--- config.mk ---
export PLATFORM = sky130hd
export DESIGN_NAME = wrap_timer
export DESIGN_NICKNAME = d
export VERILOG_FILES = /design/src/rtl/wrap_timer_pkg.sv /design/src/rtl/timer_ctrl.sv /design/src/rtl/timer_dp.sv /design/src/rtl/wrap_timer.sv
export SDC_FILE = /design/constraint.sdc
export NUM_CORES = 1
export LEC_CHECK = 0
export BUFFER_PORTS_ARGS = -buffer_cell sky130_fd_sc_hd__buf_2
export CORE_ASPECT_RATIO = 0.9
export CORE_MARGIN = 2
export CORE_UTILIZATION = 36
export CTS_CLUSTER_SIZE = 28
export DETAILED_ROUTE_END_ITERATION = 8
export GPL_ROUTABILITY_DRIVEN = 0
export PLACE_DENSITY = 0.63
export RECOVER_POWER = 100
export SETUP_SLACK_MARGIN = 0.2
export SLEW_MARGIN = 20
export SYNTH_ARGS = -nofsm -noshare
export SYNTH_HDL_FRONTEND = slang
export SYNTH_SLANG_ARGS = --single-unit
--- constraint.sdc ---
create_clock -name clk -period 2.4 [get_ports clk]
set_clock_uncertainty 0.15 [all_clocks]
set_input_delay 0.24 -clock clk [delete_from_list [all_inputs] [get_ports clk]]
set_output_delay 0.24 -clock clk [all_outputs]
set_load 0.01 [all_outputs]
--- src/rtl/wrap_timer_pkg.sv ---
package wrap_timer_pkg;

  typedef enum logic [1:0] {
    SEL_PRESCALE = 2'd0,
    SEL_TIMER    = 2'd1,
    SEL_COMPARE  = 2'd2,
    SEL_MASK     = 2'd3
  } regSel_e;

  // Strobes from control to datapath, one cycle each
  typedef struct packed {
    logic loadTmr;
    logic loadCmp;
    logic loadMask;
    logic tick;
  } ctlStrobe_t;

endpackage

--- src/rtl/timer_ctrl.sv ---
module timer_ctrl
  import wrap_timer_pkg::*;
#(
  parameter int PW = 16
) (
  input  logic          clk,
  input  logic          rst_n,
  input  logic          wrEn,
  input  logic [1:0]    wrSel,
  input  logic [PW-1:0] preData,
  output ctlStrobe_t    strobes
);

  logic [PW-1:0] preReload;
  logic [PW-1:0] preCnt;
  regSel_e       selE;
  logic          loadPre;
  logic          cntZero;

  assign selE    = regSel_e'(wrSel);
  assign loadPre = wrEn && (selE == SEL_PRESCALE);
  assign cntZero = (preCnt == '0);

  always_comb begin
    strobes.loadTmr  = wrEn && (selE == SEL_TIMER);
    strobes.loadCmp  = wrEn && (selE == SEL_COMPARE);
    strobes.loadMask = wrEn && (selE == SEL_MASK);
    strobes.tick     = cntZero && !loadPre;
  end

  always_ff @(posedge clk or negedge rst_n) begin
    if (!rst_n) begin
      preReload <= '0;
      preCnt    <= '0;
    end else if (loadPre) begin
      preReload <= preData;
      preCnt    <= preData;
    end else if (cntZero) begin
      preCnt    <= preReload;
    end else begin
      preCnt    <= preCnt - 1'b1;
    end
  end

endmodule

--- src/rtl/timer_dp.sv ---
module timer_dp
  import wrap_timer_pkg::*;
#(
  parameter int TW = 32
) (
  input  logic          clk,
  input  logic          rst_n,
  input  ctlStrobe_t    strobes,
  input  logic [TW-1:0] wrData,
  output logic [TW-1:0] timerValue,
  output logic          cmpReached,
  output logic          irq
);

  localparam logic [TW-1:0] ONE = TW'(1);

  logic [TW-1:0] tmrQ;
  logic [TW-1:0] cmpQ;
  logic          maskQ;
  logic [TW-1:0] diff;

  always_ff @(posedge clk or negedge rst_n) begin
    if (!rst_n) begin
      tmrQ <= '0;
    end else if (strobes.loadTmr) begin
      tmrQ <= wrData;
    end else if (strobes.tick) begin
      tmrQ <= tmrQ + ONE;
    end
  end

  always_ff @(posedge clk or negedge rst_n) begin
    if (!rst_n) begin
      cmpQ  <= '0;
      maskQ <= 1'b1;
    end else begin
      if (strobes.loadCmp)  cmpQ  <= wrData;
      if (strobes.loadMask) maskQ <= wrData[0];
    end
  end

  // Modular test: only the top bit of the difference matters
  assign diff       = tmrQ - cmpQ;
  assign cmpReached = ~diff[TW-1];
  assign irq        = cmpReached & ~maskQ;
  assign timerValue = tmrQ;

endmodule

--- src/rtl/wrap_timer.sv ---
module wrap_timer
  import wrap_timer_pkg::*;
#(
  parameter int TW = 32,
  parameter int PW = 16
) (
  input  logic          clk,
  input  logic          rst_n,
  input  logic          wrEn,
  input  logic [1:0]    wrSel,
  input  logic [TW-1:0] wrData,
  output logic [TW-1:0] timerValue,
  output logic          cmpReached,
  output logic          irq
);

  ctlStrobe_t strobes;

  timer_ctrl #(.PW(PW)) uCtrl (
    .clk     (clk),
    .rst_n   (rst_n),
    .wrEn    (wrEn),
    .wrSel   (wrSel),
    .preData (wrData[PW-1:0]),
    .strobes (strobes)
  );

  timer_dp #(.TW(TW)) uDp (
    .clk        (clk),
    .rst_n      (rst_n),
    .strobes    (strobes),
    .wrData     (wrData),
    .timerValue (timerValue),
    .cmpReached (cmpReached),
    .irq        (irq)
  );

endmodule

# [After elaboration in Yosys (flattened, before gate mapping)]
# Index checks and enable logic that the tools add are counted.
[op_classes] n_reduce_logical=9 bitwise_logic=3 magnitude_cmp=0 shifts=0 div_mod_pow=0 mux=4 n_eq_ne=3 multipliers=0 n_addsub=3
[op_table] cell="$mux 32" count=2
[op_table] cell="$add 32x1->32 const B" count=1
[op_table] cell="$mux 16" count=2
[op_table] cell="$sub 32x32->32" count=1
[op_table] cell="$logic_not 16->1" count=1
[op_table] cell="$sub 16x1->16 const B" count=1
[op_table] cell="$logic_and 1x1->1" count=5
[op_table] cell="$eq 2x2->1 const B" count=2
[op_table] cell="$eq 2x1->1 const B" count=1
[op_table] cell="$logic_not 2->1" count=1
[op_table] cell="$not 1->1" count=2
[op_table] cell="$reduce_bool 2->1" count=1
[op_table] cell="$and 1x1->1" count=1
[op_table] cell="$logic_not 1->1" count=1
[word_totals] wordCells=27 latchBits=0 register_bits=97 n_memories=0 input_bits=37 out_inout_bits=34 romBits=0 ramBits=0

# [Longest topological paths before layout]
[logic_depth] depth_word=6 depth_mapped=9 mapped_depth_nobuf=8

# [Cells and area by module]
# Synthesis repeated with hierarchy kept, for this count alone.
[unflattened] hier_cells=602 hier_area_um2=5370.2
[modules_own_cells] module="timer_dp" seq_area_each_um2=1627.8 n_inst=1 cells_per_inst=406 area_per_inst_um2=3644.7
[modules_own_cells] module="timer_ctrl" seq_area_each_um2=800.8 n_inst=1 cells_per_inst=196 area_per_inst_um2=1725.4

# [Least setup slack after synthesis]
# No wires, ideal clock.
[synth_path] path_type="register to output" from="reg uDp.tmrQ[5] (netlist: uDp.timerValue[5])" to="out irq" required_time_ns=2.010 stages_incl_launch_ff=8 t_arrival_ns=2.027 setup_slack_ns=-0.017 path_buffers=0 path_cell_list="dfrtp_1 ha_1 a21o_1 a221o_1 a31oi_1 o41ai_1 a311o_1 a21oi_1"
[synth_via] elab_chain_len=3
[synth_lines] element="start, declared" line="timer_dp.sv:17" source="logic [TW-1:0] tmrQ;"
[synth_lines] element="start signal, assigned" line="timer_dp.sv:26" source="tmrQ <= wrData;"
[synth_lines] element="start signal, assigned" line="timer_dp.sv:28" source="tmrQ <= tmrQ + ONE;"
[synth_lines] element="$sub 32x32->32" line="timer_dp.sv:43" source="assign diff = tmrQ - cmpQ;"
[synth_lines] element="$not 1->1" line="timer_dp.sv:44" source="assign cmpReached = ~diff[TW-1];"
[synth_lines] element="$and 1x1->1" line="timer_dp.sv:45" source="assign irq = cmpReached & ~maskQ;"
[synth_lines] element="end, declared" line="wrap_timer.sv:14" source="output logic irq"
# No other way between the ends.

# [Final worst setup path]
[layout_path] from="reg uDp.tmrQ[6] (netlist: uDp.timerValue[6])" to="out irq"
# Same word-level chain as after synthesis.

==> flow_summary.toml <==
[pwr]
p_clk_share_pct = 25.0
max-vdd-ir-drop_mv = 0.3196
p_sw_share_pct = 35.19
p_total_mw = 5.660
p_seq_share_pct = 40.6
comb_power_share_pct = 34.3
leakagePower_nw = 3.323
p_per_area_nw_per_um2 = 783.4
p_switching_mw = 1.991
intPower_mw = 3.668

[hold_path]
hold_class = "in -> reg"
hold_path.startpoint = "wrData[18]"

[logic_synthesis]
synth_area_leader_cell = "dfrtp_1"
async_flop_share_pct = 100.0
synth_nets = 649
ys_ff_latch = 97
synth_warnings = 0
avgSynthCellArea_um2 = 9.411
synth_edf_count = 0
yosysUniqueCellTypes = 46
synth_area_um2 = 5449
yosys-top-cells-area = "dfrtp_1 44%, ha_1 7.6%, mux2_2 6.6%"
synth_flop_cell = "dfrtp_1"
seq_area_frac_synth_pct = 44.57
syn_inst = 579
synth_top_area_share_pct = 44.09

[cts]
cts_max_level = 3
clk_pin_slew_ns = 0.08
cts.sinks = 97
clk_path_buf_depth = 2
cts_buffers = 9
insertion_delay_ns = 0.36
cts_tree = "done"
root_buffer = "clkbuf_16"

[critical_path]
cp_top_family = "compound AO/OA/AOI/OAI gates"
cp_slowest_stage_delay_ns = 0.44
path_class = "reg -> out"
crit_start = "uDp.timerValue[6]$_DFFE_PN0P_"
cp-end-kind = "output pin"
r2r-start = "uCtrl.preCnt[0]$_DFF_PN0_"
crit_chain = "ha_4 -> and3_4 -> a221o_1 -> a31oi_2 -> o41ai_2 -> buf_4 -> a311o_1 -> a21oi_2 -> buf_2"
crit_path_start_kind = "flop"
path_max_fanout = 2
critical_path_buf_inv_count = 2
crit_arrival_ns = 2.57
crit_required_ns = 2.01
crit_path_top_delay_cell = "dfrtp_2"

[detailed_routing]
drt_iter0_markers = 288
wirelength_um = 14590
viasPerCell = 5.055
postRouteAntennaNets = 0
wl_per_cell_um = 15.81
drc = 0
vias = 4666
dr.pass1.iters = 4

[sta]
finalHoldViolCount = 0
finalWorstPathRequiredPeriod_ns = 2.960
max_slew_margin_pct = 64.54
whs_ns = 0.004444
drv_slew = 0
fin_crit_sh_pct = 123.3
worst_pin_slew_ns = 0.5319
rsz0062_at_grt = "yes"
timing.final.ws_setup_ns = -0.5599
max_freq_ghz = 0.3379
setup_viol = 2
setup-tns-final_ns = -1.070

[die]
die_area_um2 = 16140
rows = 42
initial_core_util_pct = 36.90
fp.dieH_um = 120.7
fp.dieW_um = 133.7
io_pins = 71
core_um2 = 14770

[global_routing]
grt-ovfl-total = 0
grt_pass1_vias = 4538
antenna_found_initial = 0
grt_max_degree = 98
grt_usage_pct = 18.20
grt_pass1_wl_um = 22880

[finish]
final_cell_mix = "93 x dfrtp_1, 78 x nand2_1, 69 x buf_2"
layout.nets = 790
syn2layout_area_growth_pct = 32.58
layout_commonest_cell = "dfrtp_1"
antennaDiodeCount = 0
drive_above_1_share_pct = 33.10

[placed_design]
io_buffers = 70
hpwl_um = 10490

[job]
drv_cap = 0

[outcome]
outcome = "complete, but fails checks"
failed_checks = "setup timing"
==> metal layers <==
metal	vias up	share of wire (%)	global-route usage [%]
met5	-	0	0
met4	0	2.1	7.181
met3	24	4.4	3.145
met2	110	48	29.54
met1	2264	46	24.32
li1	2268	-	-
==> per-stage QoR <==
step	setup slack, ns	utilization (%)	instances	instance area (um2)
floorplan	0.05655	-	579	5454
global route	-0.6285	48.92	923	7224
global placement	-0.1274	43.51	884	6425
CTS	-0.5298	47.38	919	6997
finish	-0.5599	48.92	923	7224
detailed placement	-0.2039	43.51	884	6425
==> worst reg2reg max path, stage by stage (launching register included) <==
cell and delay, ns:
dfrtp_1 0.40, buf_4 0.14, buf_6 0.11, or4_4 0.59, nor4_4 0.31, xnor2_1 0.15
nor2_1 0.06, a21oi_1 0.12, o21ai_1 0.09
==> cell usage after synthesis, types with 6 or more instances <==
master and instances:
a21oi_1 55, nand4_1 6, nor2_1 58, nand2_1 80, o21ai_0 22, nor4_1 6, nor3_1 14, nor2b_1 6
mux2_2 32, clkbuf_1 16, ha_1 33, inv_1 41, xor2_1 10, dfrtp_1 96, nand3_1 19, xnor2_1 30
==> area by class of cell <==
cell class | count | area, um2
flip-flops and latches | 97 | 2432
fillers | 1350 | 7542
inverters | 41 | 153.9
multi-input cells | 421 | 3060
repair buffers | 150 | 1042
well taps | 198 | 247.7
clock inverters | 6 | 48.80
clock buffers | 10 | 239.0
==> sequential cells by signal, indices dropped and copies added, names as in the netlist <==
register / cells
uDp.cmpQ: 32
uDp.timerValue: 32
uCtrl.preCnt: 16
uCtrl.preReload: 16
uDp.maskQ: 1
==> kinds of logic after synthesis <==
kind of cell,share of synthesized area (%)
and+or+nand+nor,20.00
AOI/OAI and AO/OA,9.874
DFF,44.57
buffers and inverters,4.386
xor gates and xnor gates,6.429
muxes,7.164
adders and majority gates,7.578
==> path summary, 6_finish.rpt <==
path / to / slack [ns] / cells past startpoint
worst min register to register: uCtrl.preReload[12]$_DFFE_PN0P_ / 0.33 / 2
worst max register to register: uCtrl.preCnt[7]$_DFF_PN0_ / 0.16 / 8
min in group asynchronous: uDp.timerValue[26]$_DFFE_PN0P_ / 0.33 / 3
worst max-delay path: irq / -0.56 / 9
worst min-delay path: uDp.cmpQ[18]$_DFFE_PN0P_ / 0.004 / 2
max in group asynchronous: uCtrl.preCnt[6]$_DFF_PN0_ / 1.34 / 3
==> timing repair <==
action / in CTS / in global routing
buffers inserted: 6 / 4
setup endpoints to repair: 26 / 28
hold buffers: 13 / 0
cloned: 0 / 0
pin swaps: 18 / 17
endpoints found under the hold margin: 110 / 0
gates resized for setup: 21 / 45
==> power by group through the flow <==
stage          sequential (mW)  clock [mW]  combinational [mW]
2_1_floorplan             2.33           0               0.987
3_3_place_gp              2.26           0                1.68
3_5_place_dp              2.29           0                1.73
4_1_cts                   2.26        1.46                1.84
5_1_grt                   2.34        1.52                2.16
6_report                  2.30        1.42                1.94
(Power assumes the default switching activity.)
